[src/rtl/rfw_pkg.sv]
package rfw_pkg;

  localparam int unsigned RF_ENTRIES = 32;
  localparam int unsigned RF_WIDTH   = 32;
  localparam int unsigned RF_PORTS   = 2;

  // Source chosen by a read port
  typedef enum logic [1:0] {
    SRC_ZERO   = 2'd0,
    SRC_ARRAY  = 2'd1,
    SRC_BYPASS = 2'd2
  } rd_src_e;

endpackage

[src/rtl/rfw_storage.sv]
module rfw_storage #(
  parameter int unsigned ENTRIES = rfw_pkg::RF_ENTRIES,
  parameter int unsigned WIDTH   = rfw_pkg::RF_WIDTH,
  localparam int unsigned IW     = $clog2(ENTRIES)
) (
  input  logic                           clk,
  input  logic                           rst,
  input  logic                           wr_en,
  input  logic [IW-1:0]                  wr_idx,
  input  logic [WIDTH-1:0]               wr_data,
  output logic [ENTRIES-1:0][WIDTH-1:0]  regs_o
);

  logic [ENTRIES-1:0][WIDTH-1:0] regs_q;
  logic                          wr_ok;
  logic                          all_clear;

  // entry zero is never a legal destination
  assign wr_ok = wr_en && (wr_idx != '0);

  always_ff @(posedge clk) begin
    if (rst) begin
      for (int i = 0; i < int'(ENTRIES); i++) begin
        regs_q[i] <= '0;
      end
    end else if (wr_ok) begin
      regs_q[wr_idx] <= wr_data;
    end
  end

  assign regs_o    = regs_q;
  assign all_clear = (regs_q == '0);


  reset_clear_chk: assert property (@(posedge clk) rst |=> all_clear)
    else $error("array not clear after reset");


  commit_chk: assert property (@(posedge clk) disable iff (rst)
    (wr_en && wr_idx != '0) |=> regs_q[$past(wr_idx)] == $past(wr_data))
    else $error("enabled write did not land");


  hold_chk: assert property (@(posedge clk) disable iff (rst)
    !wr_en |=> regs_q == $past(regs_q))
    else $error("array changed without write enable");


  zero_row_chk: assert property (@(posedge clk) disable iff (rst)
    (wr_en && wr_idx == '0) |=> regs_q[0] == '0)
    else $error("entry zero was modified");

endmodule

[src/rtl/rfw_read_port.sv]
module rfw_read_port #(
  parameter int unsigned ENTRIES = rfw_pkg::RF_ENTRIES,
  parameter int unsigned WIDTH   = rfw_pkg::RF_WIDTH,
  localparam int unsigned IW     = $clog2(ENTRIES)
) (
  input  logic                           clk,
  input  logic                           rst,
  input  logic [ENTRIES-1:0][WIDTH-1:0]  regs_i,
  input  logic [IW-1:0]                  rd_idx,
  input  logic                           wr_en,
  input  logic [IW-1:0]                  wr_idx,
  input  logic [WIDTH-1:0]               wr_data,
  output logic [WIDTH-1:0]               rd_data
);
  import rfw_pkg::*;

  rd_src_e src;

  always_comb begin
    if (rd_idx == '0)                       src = SRC_ZERO;
    else if (wr_en && (wr_idx == rd_idx))   src = SRC_BYPASS;
    else                                    src = SRC_ARRAY;
  end

  always_comb begin
    case (src)
      SRC_BYPASS: rd_data = wr_data;
      SRC_ARRAY:  rd_data = regs_i[rd_idx];
      default:    rd_data = '0;
    endcase
  end


  zero_read_chk: assert property (@(posedge clk) disable iff (rst)
    (rd_idx == '0) |-> rd_data == '0)
    else $error("index zero read nonzero");


  bypass_commit_chk: assert property (@(posedge clk) disable iff (rst)
    (wr_en && wr_idx == rd_idx && rd_idx != '0) |=> regs_i[$past(rd_idx)] == $past(rd_data))
    else $error("write-through value differs from committed value");


  array_read_chk: assert property (@(posedge clk) disable iff (rst)
    (!wr_en && rd_idx != '0) |-> rd_data == regs_i[rd_idx])
    else $error("read does not reflect array contents");

endmodule

[src/rtl/reg_file_wt.sv]
module reg_file_wt #(
  parameter int unsigned NUM_REGS = rfw_pkg::RF_ENTRIES,
  parameter int unsigned DATA_W   = rfw_pkg::RF_WIDTH,
  localparam int unsigned IDX_W   = $clog2(NUM_REGS),
  localparam int unsigned NUM_RD  = rfw_pkg::RF_PORTS
) (
  input  logic              clk,
  input  logic              rst,
  input  logic [IDX_W-1:0]  rd_idx_a,
  input  logic [IDX_W-1:0]  rd_idx_b,
  output logic [DATA_W-1:0] rd_data_a,
  output logic [DATA_W-1:0] rd_data_b,
  input  logic              wr_en,
  input  logic [IDX_W-1:0]  wr_idx,
  input  logic [DATA_W-1:0] wr_data
);

  logic [NUM_REGS-1:0][DATA_W-1:0] regs;
  logic [NUM_RD-1:0][IDX_W-1:0]    idx_arr;
  logic [NUM_RD-1:0][DATA_W-1:0]   data_arr;

  assign idx_arr[0] = rd_idx_a;
  assign idx_arr[1] = rd_idx_b;
  assign rd_data_a  = data_arr[0];
  assign rd_data_b  = data_arr[1];

  rfw_storage #(.ENTRIES(NUM_REGS), .WIDTH(DATA_W)) u_store (
    .clk     (clk),
    .rst     (rst),
    .wr_en   (wr_en),
    .wr_idx  (wr_idx),
    .wr_data (wr_data),
    .regs_o  (regs)
  );

  for (genvar p = 0; p < int'(NUM_RD); p++) begin : g_rd
    rfw_read_port #(.ENTRIES(NUM_REGS), .WIDTH(DATA_W)) u_port (
      .clk     (clk),
      .rst     (rst),
      .regs_i  (regs),
      .rd_idx  (idx_arr[p]),
      .wr_en   (wr_en),
      .wr_idx  (wr_idx),
      .wr_data (wr_data),
      .rd_data (data_arr[p])
    );
  end


  port_agree_chk: assert property (@(posedge clk) disable iff (rst)
    (rd_idx_a == rd_idx_b) |-> rd_data_a == rd_data_b)
    else $error("ports disagree on the same index");

endmodule

[config.mk]
export PLATFORM = sky130hd
export DESIGN_NAME = reg_file_wt
export DESIGN_NICKNAME = d
export VERILOG_FILES = /design/src/rtl/rfw_pkg.sv /design/src/rtl/rfw_storage.sv /design/src/rtl/rfw_read_port.sv /design/src/rtl/reg_file_wt.sv
export SDC_FILE = /design/constraint.sdc
export NUM_CORES = 2
export LEC_CHECK = 0
export BUFFER_PORTS_ARGS = -buffer_cell sky130_fd_sc_hd__buf_2
export CORE_ASPECT_RATIO = 0.9
export CORE_MARGIN = 2
export CORE_UTILIZATION = 54
export CTS_BUF_LIST = sky130_fd_sc_hd__clkbuf_4 sky130_fd_sc_hd__clkbuf_8 sky130_fd_sc_hd__clkbuf_16
export DETAILED_ROUTE_END_ITERATION = 10
export PLACE_DENSITY = 0.71
export SETUP_SLACK_MARGIN = 0.15
export SLEW_MARGIN = 30
export SYNTH_ARGS = -nofsm -noshare
export SYNTH_HDL_FRONTEND = slang
export SYNTH_SLANG_ARGS = --single-unit
export TNS_END_PERCENT = 50
[constraint.sdc]
create_clock -name clk -period 4.13 [get_ports clk]
set_input_delay 0.413 -clock clk [delete_from_list [all_inputs] [get_ports clk]]
set_output_delay 0.413 -clock clk [all_outputs]
set_load 0.05 [all_outputs]
==> flow_summary.ini <==
[outcome]
status = complete, no violations

[finish]
largest_register_ffs = 1024
most-common-layout-cells = nand2_1 (2104), a21oi_1 (1103), dfxtp_1 (1024)
multiInputGateArea_um2 = 29970
fin_area_um2 = 58700
layout.cells.most_common = nand2_1
syn2layout_area_growth_pct = 10.97
finalNetCount = 6426
nFillCells = 8344
drive_gt1_frac = 0.1249
regArea_um2 = 20500

[placed_design]
placed_cell_area_um2 = 55120
portBuffers = 113
hpwl_um = 117400
place_ws_ps = 685.5
place.gp.congestion = 0.9237

[timing]
finalMaxSlewViolations = 0
setup_ws_ps = 458.3
finalSetupTns_ps = 0
worstMarginPinSlew_ps = 1079
fmax_mhz = 272.4
period_minus_slack_ps = 3672
finalCritPeriodShare = 0.8890
hold_viol_final = 0
rsz0062_at_grt = no
clock_skew_ps = 0
slew-limit-headroom = 0.2794
worst_hold_slack_ps = 281.6
finalSetupViolCount = 0

[worst_hold_path]
min_path_cells = 4
min_path_type = in -> reg

[synthesis]
synth_compound_area_frac = 0.1637
yosysTopAreaCell = dfxtp_1
synthSimpleGateAreaFrac = 0.1832
synth_mux_area_frac = 0.2111
ys_ff_latch = 1024
synth_xor_area_frac = 0.001159
synthesis.nets = 6715
synthCells = 6665
syn-cell-area_um2 = 52900
synthAdderAreaFrac = 0
yosysWarnings = 0
synth_top_family_by_area = multiplexers
synth_cell_types = 38
synth_top_area_share = 0.3875
synth.avg_cell_area_um2 = 7.937
ys_seq_area_frac = 0.3875
synthTopCellsByArea = dfxtp_1 (39%), nand2_1 (15%), mux2i_1 (13%)

[floorplanning]
initial_core_util = 0.5467
die_h_um = 300.9
core_um2 = 96750
rows = 108
io_pins = 114
die_area_um2 = 100500
die_x_um = 333.9

[critical_path]
critPathArrivalTime_ps = 3260
critPathKind = in -> out
required_ps = 3720
reg2reg_depth = 2
worstPathMaxFanout = 29
startpoint_type = input pin
critPathCaptureType = output pin

[power_and_ir_drop]
seqPwrFrac = 0.444
power_frac_clock = 0.438
p_sw_frac = 0.2697
p_total_w = 0.02254
switchingPower_w = 0.006079
p_per_area_nw_per_um2 = 384.0
p_comb_frac = 0.119
vdd_ir_drop_max_mv = 0.4240
p_leak_nw = 20.59
internal_power_w = 0.01646

[clock_tree]
cts_buffer_depth = 3
cts_tree = yes
clk_pin_slew_ps = 70
cts_resized = 0
post_cts_buffers = 0
cts-root-buf = clkbuf_16
clock-sinks = 1024
clk_latency_ps = 690
cts_buffers = 102
htree_levels = 3
hold_buffers = 0

[routing]
drt_iter0_drc = 7473
dr_total_vias = 51900
viasPerCell = 6.713
wire_per_inst_um = 27.10
drc = 0
dr.pass1.iters = 8
wl_um = 209500
postRouteAntennaNets = 0

[global_routing]
grtUsageMet3 = 0.1271
grt_pass1_vias = 48200
gr-total-overflow = 0
grt_max_degree = 114
use_met1 = 0.5230
met2_usage = 0.5790
gr-usage-all-layers = 0.4015
grt_pass1_wl_um = 306600
grt_antenna_before_repair = 15
busiest_layer = met2

[flow_run]
max_cap_viol_count = 0
[cells in the mapped netlist]
cell type and n:
a31oi_1 1, o21ai_0 14, o21bai_1 1, nand3_1 35, and2_1 4, a221o_1 33, buf_4 17, a22o_1 32
dfxtp_1 1024, nor2_1 67, a221oi_1 14, nor4_1 23, a211oi_1 2, a22oi_1 17, a21oi_1 1103, nand4_1 2
nor3_1 144, or3_1 1, nand2b_1 14, clkinv_1 1, buf_2 98, inv_1 2, o21ba_2 1, buf_1 37
or2_2 6, a222oi_1 1, o2111ai_1 1, mux2_2 112, buf_6 4, nand2_1 2128, o41ai_1 14, o22ai_1 271
mux2i_1 697, xnor2_1 7, mux4_2 130, nor2b_1 39, a32o_1 33, clkbuf_1 535
[area by class of cell]
type | count | share of cell area
multi-input cells | 4947 | 0.5106
flip-flops and latches | 1024 | 0.3492
clock buffers | 159 | 0.05529
repair buffers | 298 | 0.05239
well taps | 1265 | 0.02696
clock inverters | 30 | 0.005073
diodes | 5 | 0.0002132
inverters | 3 | 0.0001918
[power by group through the flow]
| stage | Sequential (W) | Clock [W] | Combinational (W) |
|---|---|---|---|
| 6_report | 0.0100 | 0.00986 | 0.00268 |
| 4_1_cts | 0.0100 | 0.00985 | 0.00255 |
| 3_5_place_dp | 0.0102 | 0 | 0.00254 |
| 3_3_place_gp | 0.0102 | 0 | 0.00253 |
| 5_1_grt | 0.0100 | 0.0102 | 0.00270 |
| 2_1_floorplan | 0.0102 | 0 | 0.00156 |
[layer usage]
metal / wire [um] / share of wire
met1: 75800 / 0.36
met3: 33090 / 0.16
met4: 14540 / 0.069
met2: 85970 / 0.41
met5: 109 / 0.00052
[worst paths after layout]
kind / start / endpoint / slack (ps)
min: wr_data[13] / u_store.regs_o[173]$_SDFFE_PP0P_ / 280
max: rd_idx_b[1] / rd_data_b[26] / 460
max reg2reg: u_store.regs_o[474]$_SDFFE_PP0P_ / u_store.regs_o[474]$_SDFFE_PP0P_ / 3410
min reg2reg: u_store.regs_o[458]$_SDFFE_PP0P_ / u_store.regs_o[458]$_SDFFE_PP0P_ / 460
[metrics by stage]
stage / util / std cells
3_3_place_gp: 0.5694 / 7536
3_5_place_dp: 0.5697 / 7536
4_1_cts: 0.6064 / 7725
5_1_grt: 0.6066 / 7726
2_1_floorplan: - / 6665
6_report: 0.6067 / 7731
[logic make-up after synthesis]
group	Yosys count
simple gates	2463
compound gates	1538
xor+xnor	7
flops	1024
mux	939
buf+inv	694
[critical path: stages]
cell and delay [ps]:
buf_2 480, nand2_4 570, buf_4 390, o22ai_1 150, nor3_1 80, nor2_1 400, a32o_1 530, buf_12 200
Power figures use the tool's default switching activity.
